### src/rtl/fpc_pkg.sv
package fpc_pkg;
  typedef enum logic [3:0] {
    OP_CEQ = 4'd0, OP_CLT = 4'd1, OP_CLE = 4'd2, OP_CF  = 4'd3,
    OP_MIN = 4'd4, OP_MAX = 4'd5, OP_ABS = 4'd6, OP_NEG = 4'd7,
    OP_BF  = 4'd8, OP_BT  = 4'd9, OP_BFL = 4'd10, OP_BTL = 4'd11
  } fpcOp_e;

  typedef enum logic [1:0] {REL_EQ, REL_LT, REL_LE, REL_NONE} relSel_e;

  localparam int CAUSE_W = 2;

  typedef struct packed {
    logic    valid;
    logic    cmpEn;
    relSel_e rel;
    logic    selMin;
    logic    selMax;
    logic    doAbs;
    logic    doNeg;
    logic    brEn;
    logic    brOnTrue;
    logic    brLikely;
  } fpcStrobe_t;
endpackage

### src/rtl/fpc_ctrl.sv
module fpc_ctrl
  import fpc_pkg::*;
(
  input  logic       inValid,
  input  logic [3:0] opSel,
  output fpcStrobe_t strobe
);
  always_comb begin
    strobe       = '0;
    strobe.rel   = REL_NONE;
    strobe.valid = inValid;
    if (inValid) begin
      case (opSel)
        OP_CEQ: begin strobe.cmpEn = 1'b1; strobe.rel = REL_EQ; end
        OP_CLT: begin strobe.cmpEn = 1'b1; strobe.rel = REL_LT; end
        OP_CLE: begin strobe.cmpEn = 1'b1; strobe.rel = REL_LE; end
        OP_CF:  begin strobe.cmpEn = 1'b1; strobe.rel = REL_NONE; end
        OP_MIN: strobe.selMin = 1'b1;
        OP_MAX: strobe.selMax = 1'b1;
        OP_ABS: strobe.doAbs  = 1'b1;
        OP_NEG: strobe.doNeg  = 1'b1;
        OP_BF:  strobe.brEn   = 1'b1;
        OP_BT:  begin strobe.brEn = 1'b1; strobe.brOnTrue = 1'b1; end
        OP_BFL: begin strobe.brEn = 1'b1; strobe.brLikely = 1'b1; end
        OP_BTL: begin strobe.brEn = 1'b1; strobe.brOnTrue = 1'b1; strobe.brLikely = 1'b1; end
        default: ;
      endcase
    end
  end
endmodule

### src/rtl/fpc_dp.sv
module fpc_dp
  import fpc_pkg::*;
#(
  parameter int                DATA_W   = 32,
  parameter logic [DATA_W-1:0] CMP_MASK = '1
) (
  input  logic               clk,
  input  logic               rst_n,
  input  fpcStrobe_t         strobe,
  input  logic [DATA_W-1:0]  opA,
  input  logic [DATA_W-1:0]  opB,
  input  logic               condIn,
  output logic               outValid,
  output logic [DATA_W-1:0]  result,
  output logic               resultWrite,
  output logic               condOut,
  output logic               condWrite,
  output logic [CAUSE_W-1:0] clearCause,
  output logic               branchTaken,
  output logic               annulSlot
);
  localparam int SIGN_B = DATA_W - 1;
  localparam logic [DATA_W-1:0] SIGN_BIT = {1'b1, {(DATA_W-1){1'b0}}};

  function automatic logic smLess(input logic [DATA_W-1:0] x, input logic [DATA_W-1:0] y);
    logic bothZero;
    bothZero = (x[SIGN_B-1:0] == '0) && (y[SIGN_B-1:0] == '0);
    if (bothZero)               smLess = 1'b0;
    else if (x[SIGN_B] != y[SIGN_B]) smLess = x[SIGN_B];
    else if (!x[SIGN_B])        smLess = x[SIGN_B-1:0] < y[SIGN_B-1:0];
    else                        smLess = x[SIGN_B-1:0] > y[SIGN_B-1:0];
  endfunction

  function automatic logic smEqual(input logic [DATA_W-1:0] x, input logic [DATA_W-1:0] y);
    smEqual = (x == y) || ((x[SIGN_B-1:0] == '0) && (y[SIGN_B-1:0] == '0));
  endfunction

  logic [DATA_W-1:0] cmpA, cmpB;
  generate
    if (CMP_MASK == {DATA_W{1'b1}}) begin : g_exactCmp
      assign cmpA = opA;
      assign cmpB = opB;
    end else begin : g_maskedCmp
      assign cmpA = opA & CMP_MASK;
      assign cmpB = opB & CMP_MASK;
    end
  endgenerate

  logic relEq, relLt, relHit;
  logic aBelowB, bBelowA;
  assign relEq   = smEqual(cmpA, cmpB);
  assign relLt   = smLess(cmpA, cmpB);
  assign aBelowB = smLess(opA, opB);
  assign bBelowA = smLess(opB, opA);

  always_comb begin
    case (strobe.rel)
      REL_EQ:  relHit = relEq;
      REL_LT:  relHit = relLt;
      REL_LE:  relHit = relLt | relEq;
      default: relHit = 1'b0;
    endcase
  end

  logic [DATA_W-1:0] resNext;
  logic              resWrNext, takeNext;
  always_comb begin
    resNext = '0;
    if (strobe.selMin)     resNext = bBelowA ? opB : opA;
    else if (strobe.selMax) resNext = aBelowB ? opB : opA;
    else if (strobe.doAbs)  resNext = opA & ~SIGN_BIT;
    else if (strobe.doNeg)  resNext = opA ^ SIGN_BIT;
    resWrNext = strobe.selMin | strobe.selMax | strobe.doAbs | strobe.doNeg;
    takeNext  = strobe.brEn & (condIn == strobe.brOnTrue);
  end

  always_ff @(posedge clk or negedge rst_n) begin
    if (!rst_n) begin
      outValid    <= 1'b0;
      result      <= '0;
      resultWrite <= 1'b0;
      condOut     <= 1'b0;
      condWrite   <= 1'b0;
      clearCause  <= '0;
      branchTaken <= 1'b0;
      annulSlot   <= 1'b0;
    end else begin
      outValid    <= strobe.valid;
      result      <= resNext;
      resultWrite <= resWrNext;
      condOut     <= strobe.cmpEn ? relHit : condIn;
      condWrite   <= strobe.cmpEn;
      clearCause  <= {CAUSE_W{resWrNext}};
      branchTaken <= takeNext;
      annulSlot   <= strobe.brEn & strobe.brLikely & ~takeNext;
    end
  end
endmodule

### src/rtl/fp_cond_unit.sv
module fp_cond_unit
  import fpc_pkg::*;
#(
  parameter int                DATA_W   = 32,
  parameter logic [DATA_W-1:0] CMP_MASK = '1
) (
  input  logic               clk,
  input  logic               rst_n,
  input  logic               inValid,
  input  logic [3:0]         opSel,
  input  logic [DATA_W-1:0]  opA,
  input  logic [DATA_W-1:0]  opB,
  input  logic               condIn,
  output logic               outValid,
  output logic [DATA_W-1:0]  result,
  output logic               resultWrite,
  output logic               condOut,
  output logic               condWrite,
  output logic [1:0]         clearCause,
  output logic               branchTaken,
  output logic               annulSlot
);
  fpcStrobe_t strobe;

  fpc_ctrl ctrl_i (
    .inValid (inValid),
    .opSel   (opSel),
    .strobe  (strobe)
  );

  fpc_dp #(.DATA_W(DATA_W), .CMP_MASK(CMP_MASK)) dp_i (
    .clk         (clk),
    .rst_n       (rst_n),
    .strobe      (strobe),
    .opA         (opA),
    .opB         (opB),
    .condIn      (condIn),
    .outValid    (outValid),
    .result      (result),
    .resultWrite (resultWrite),
    .condOut     (condOut),
    .condWrite   (condWrite),
    .clearCause  (clearCause),
    .branchTaken (branchTaken),
    .annulSlot   (annulSlot)
  );
endmodule

### config.mk
export PLATFORM = sky130hd
export DESIGN_NAME = fp_cond_unit
export DESIGN_NICKNAME = d
export VERILOG_FILES = /design/src/rtl/fpc_pkg.sv /design/src/rtl/fpc_ctrl.sv /design/src/rtl/fpc_dp.sv /design/src/rtl/fp_cond_unit.sv
export SDC_FILE = /design/constraint.sdc
export NUM_CORES = 1
export LEC_CHECK = 0
export ABC_AREA = 0
export BUFFER_PORTS_ARGS = -buffer_cell sky130_fd_sc_hd__buf_2
export CORE_MARGIN = 4
export CORE_UTILIZATION = 49
export CTS_CLUSTER_SIZE = 40
export DETAILED_ROUTE_END_ITERATION = 12
export GPL_TIMING_DRIVEN = 0
export PLACE_DENSITY = 0.8
export SLEW_MARGIN = 20
export SYNTH_ARGS = -nofsm -noshare
export SYNTH_HDL_FRONTEND = slang
export SYNTH_SLANG_ARGS = --single-unit
### constraint.sdc
create_clock -name clk -period 0.8 [get_ports clk]
set_input_delay 0.16 -clock clk [delete_from_list [all_inputs] [get_ports clk]]
set_output_delay 0.16 -clock clk [all_outputs]
set_load 0.1 [all_outputs]
==> metrics.md, run 1 <==
| Metric | Value |
|---|---|
| EDFF count, synth | 0 |
| Synthesized netlist cell count | 291 |
| Depth of the CTS H-tree | 2 |
| Hold-fix buffer count after cts | 0 |
| Error | [ERROR DPL-0033] detailed placement checks failed during check placement. |
| Netlist cell types | 50 |
| Count of standard-cell rows | 26 |
| Proportion of synthesized chip area in sequential cells | 34.8% |
| Yosys synthesis warning count | 0 |
| Number of setup buffers added after CTS | 23 |
| Mean instance size in the synthesized netlist | 9.39 um2 |
| Async set or reset register ratio after synthesis | 100% |
| Synthesized net count | 394 |
| TritonCTS sink count | 38 |
| Leading register cell type out of synthesis | sky130_fd_sc_hd__dfrtp_1 |
| Starting utilization of the core area | 51.8% |
| Number of synthesized register bits | 38 |
| Placer Congestion | 0.915 |
| Die H | between 80 and 90 um |
| Die W | 82.7 um |
| I/O pins | 112 |
| Clock tree root buffer cell | sky130_fd_sc_hd__clkbuf_8 |
| Number of instances resized during post-cts repair | 243 |
| Half-perimeter wire length after detailed placement | 7020 um |
| Total of buffers placed on input and output ports | 111 |
| Cell Area, Placed | just under 4000 um2 |
| Stage where the run ended | clock tree synthesis (4_1_cts) |
| Synth Cell Area | 2730 um2 |
| Number of buffers created by CTS | 5 |
| Run status | stopped before the end |
| Maximum buffer depth of the clock tree | 2 |
-- through the flow --
stage	setup TNS (ns)	std cells	setup WS, ns
2_1_floorplan	-49.96	291	-1.48
3_3_place_gp	-76.75	472	-2.08
3_5_place_dp	-80.01	472	-2.14
-- cells by family after synthesis --
kind of cell | Yosys count | share of synthesized area [%]
xor gates and xnor gates | 2 | 0.641
buffers and inverters | 75 | 11.5
and+or+nand+nor | 72 | 15.6
AOI/OAI and AO/OA | 73 | 23.2
DFF | 38 | 34.8
adders and majority gates | 31 | 14.2
-- synthesized netlist by cell type (all sizes together) (4+ instances only) --
cell,instances,area (um2)
o32ai,30,308
o21ai,5,25.0
ha,31,388
buf,8,63.8
inv,64,240
a211oi,4,40.0
dfrtp,38,951
nand2,9,33.8
nor2,13,48.8
nor4,19,125
nand4,11,75.1
nand3,5,30.0
a21oi,9,45.0
==> run 2, diff against run 1 <==
- CORE_UTILIZATION: 49 -> 35
- CTS_CLUSTER_SIZE: 40 -> not set
- PLACE_DENSITY: 0.8 -> not set
- PLACE_DENSITY_LB_ADDON: not set -> 0.15
==> metrics.md, run 2 <==
| Metric | Value |
|---|---|
| Slew at the pin with the worst max-slew slack | slightly above 0.8 ns |
| Total of buffers placed on input and output ports | 111 (unchanged) |
| Final critical-path setup slack | -1.69 ns |
| Setup repair after global routing missed its margin | yes |
| Synthesized netlist cell count | 291 (unchanged) |
| Power density of the placed cells | between 1000 and 1500 nW/um2 |
| Maximum VDD drop | 1050 uV |
| Ordered cell list for the critical path | buf_8 > inv_4 > ha_4 > nand4_1 > buf_4 > nor4_4 > buf_4 > o311ai_4 > a31oi_1 > or4_4 > buf_6 > o22ai_4 > buf_6 > buf_8 > o32ai_4 |
| Vias in the first global route | 3294 |
| Post-route DRC | 0 |
| Routed via count divided by cell count | 5.54 |
| Clock tree root buffer cell | sky130_fd_sc_hd__clkbuf_8 (unchanged) |
| Net total in the final layout | between 500 and 600 |
| Proportion of total power due to net switching | 34.5% |
| Area of the die | 9280 um2 |
| Starting utilization of the core area | 36.9% (was 51.8%) |
| Number of synthesized register bits | 38 (unchanged) |
| Most frequent standard cell in the layout excluding fill and tap cells | sky130_fd_sc_hd__buf_4 |
| EDFF count, synth | 0 (unchanged) |
| Critical path start-end classification | input pin to flip-flop |
| Filler cell count in the final layout | between 400 and 500 |
| Run status | finished, violations left (was stopped before the end) |
| Power share of the clock group | roughly 29% |
| Sequential power share | ~30% |
| Remaining antenna violation count | 0 |
| Layout cells sized above 1 | 71.2% |
| Netlist cell types | 50 (unchanged) |
| Wire length per cell after detailed routing | between 15 and 20 um |
| Final-report hold violation count | 38 |
| Combinational share of power | 41.0% |
| Largest register FFs | 32 |
| Final wirelength | 11000 um |
| Async set or reset register ratio after synthesis | 100% (unchanged) |
| TritonCTS sink count | 38 (unchanged) |
| Maximum number of pins on one net before global-route repair | 39 |
| CTS tree | yes |
| Max_slew headroom | 45.9% |
| Delay of the slowest critical-path stage | roughly 0.41 ns |
| Overall power after layout | around 7.1 mW |
| Critical-path cell with the highest stage delay | sky130_fd_sc_hd__nor4_4 |
| Depth of the CTS H-tree | 2 (unchanged) |
| Final setup fails | 73 |
| DR vias | 3052 |
| First-pass GRT wire length | 16700 um |
| Kind of path behind the tightest hold check | input pin to asynchronous set/reset pin |
| DRT Pass-1 Iters | 4 |
| Count of max-cap constraint violations | 0 |
| Total global-route track usage | 23.6% |
| Yosys synthesis warning count | 0 (unchanged) |
| N_diodes | 0 |
| Largest register by flop count | dp_i.result |
| Largest cells by area after synthesis | sky130_fd_sc_hd__dfrtp_1, sky130_fd_sc_hd__ha_1, sky130_fd_sc_hd__inv_1, sky130_fd_sc_hd__o32ai_1, sky130_fd_sc_hd__nor4_1 (unchanged) |
| Number of buffers created by CTS | 5 (unchanged) |
| Most frequently used cell type in the post-synthesis netlist | sky130_fd_sc_hd__inv_1 (unchanged) |
| Synth Cell Area | 2730 um2 (unchanged) |
| Half-perimeter wire length after detailed placement | 7310 um (was 7020 um) |
| Cell Area, Placed | 4000 um2 (was 3960 um2) |
| Starting DRC count in detailed routing | 125 |
| Synthesized net count | 394 (unchanged) |
| Minimum setup slack after placement | -2.14 ns (about the same) |
| Placer Congestion | 0.862 (was 0.915) |
| Area of the placeable core | 7410 um2 |
| Commonest cells post-synth | sky130_fd_sc_hd__inv_1, sky130_fd_sc_hd__dfrtp_1, sky130_fd_sc_hd__ha_1, sky130_fd_sc_hd__o32ai_1, sky130_fd_sc_hd__nor4_1 (unchanged) |
| Top cell type by total area after synthesis | sky130_fd_sc_hd__dfrtp_1 (unchanged) |
| Placed Cells | 501 (was 472) |
| Signed area change from the synthesized netlist to the final layout | 109% |
| Pint | roughly 4.6 mW |
| Die H | 96.3 um (was 82.7 um) |
| Leading register cell type out of synthesis | sky130_fd_sc_hd__dfrtp_1 (unchanged) |
| Element type at the critical path end | flip-flop |
| Mean instance size in the synthesized netlist | 9.39 um2 (unchanged) |
| Worst hold slack across all endpoints | -0.146 ns |
| Final-report max-slew violation count | 0 |
| I/O pins | 112 (unchanged) |
| Final period util | 311% |
| Total grt overflow | 0 |
| Maximum buffer depth of the clock tree | 2 (unchanged) |
| Fmax | 401 MHz |
| Antenna violations before repair | 0 |
| Startpoint class of the critical path | input pin |
| Required time at the endpoint of the critical path | 1.00 ns |
| Count of standard-cell rows | 31 (was 26) |
| Net switching power | 2.44 mW |
| Final design area excluding fillers | 5720 um2 |
| Minimum clock period after layout | 2.49 ns |
| Proportion of synthesized chip area in sequential cells | 34.8% (unchanged) |
| Area fraction of the dominant cell type after synthesis | 34.8% (unchanged) |
| Maximum fanout encountered on the critical timing path | 5 |
| Final instance count without filler cells | ~550 |
| Leakage power | 2.42 nW |
| Commonest cells after routing, fill and taps aside | sky130_fd_sc_hd__buf_4, sky130_fd_sc_hd__buf_12, sky130_fd_sc_hd__inv_1 |
| Data arrival time of the critical path | roughly 2.7 ns |
| Violated checks | negative hold slack, negative setup slack |
| Die W | 96.3 um (was 82.7 um) |
| Clock-pin transition on the worst setup and hold timing paths | 0.08 ns |
run 2: final cells by class:
cell class / instances / area [um2] / area share [%]
multi-input cells: 178 / 2230 / 39.0
repair buffers: 153 / 1740 / 30.3
flip-flops and latches: 38 / 1060 / 18.5
inverters: 64 / 285 / 4.99
plain buffers: 11 / 144 / 2.51
well taps: 99 / 124 / 2.16
clock buffers: 6 / 82.6 / 1.44
clock inverters: 2 / 60.1 / 1.05
run 2: stage by stage:
step	util [%]	TNS (ns)	hold WS (ns)
finish	77.2	-65.15	-0.146
global route	77.2	-67.93	-0.105
CTS	74.3	-61.30	0.000767
detailed placement	53.9	-79.98	0.312
global placement	53.9	-78.05	0.311
floorplan	-	-49.96	-0.136
run 2: kinds of logic after synthesis:
logic type	count (synthesis)	synth area share, %
and+or+nand+nor	72	15.6
adders and majority gates	31	14.2
DFF	38	34.8
buffers and inverters	75	11.5
AOI/OAI and AO/OA	73	23.2
xor gates and xnor gates	2	0.641
run 2: worst paths after layout:
path | startpoint | endpoint | slack, ns | cells past startpoint
setup / recovery | opA[22] | dp_i.result[24] | -1.69 | 15
min in group clk | opSel[2] | dp_i.branchTaken | 0.05 | 2
max in group asynchronous | rst_n | dp_i.condWrite | 0.52 | 1
hold / removal | rst_n | dp_i.result[17] | -0.15 | 1
run 2: critical path: cells and delay by family:
kind	cells	cell delay, ns
buf+inv	7	0.87
simple gates	3	0.73
compound gates	4	0.65
fa+ha+maj	1	0.27
run 2: power by group through the flow:
stage / sequential [mW] / clock [mW] / combinational (mW)
CTS: 2.10 / 2.10 / 2.74
detailed placement: 2.09 / 0 / 2.06
global route: 2.10 / 2.18 / 3.06
finish: 2.10 / 2.07 / 2.90
floorplan: 2.67 / 0 / 0.841
global placement: 2.09 / 0 / 2.04
run 2: timing repair:
| action | in CTS | in global routing |
|---|---|---|
| endpoints found under the setup margin | 73 | 97 |
| resized for setup | 268 | 37 |
| hold endpoints to repair | 0 | 39 |
| pin swaps | 17 | 12 |
| cloned | 2 | 0 |
| buffers inserted | 35 | 6 |
| hold buffers | 0 | 1 |
run 2: routing by layer:
metal / GRT usage, % / wire, um / up-vias
met5: 0 / 0 / -
met4: 5.84 / 231 / 0
met3: 6.10 / 801 / 25
met2: 42.2 / 5670 / 127
met1: 28.0 / 4280 / 1493
li1: - / - / 1407
Power figures use the tool's default switching activity.
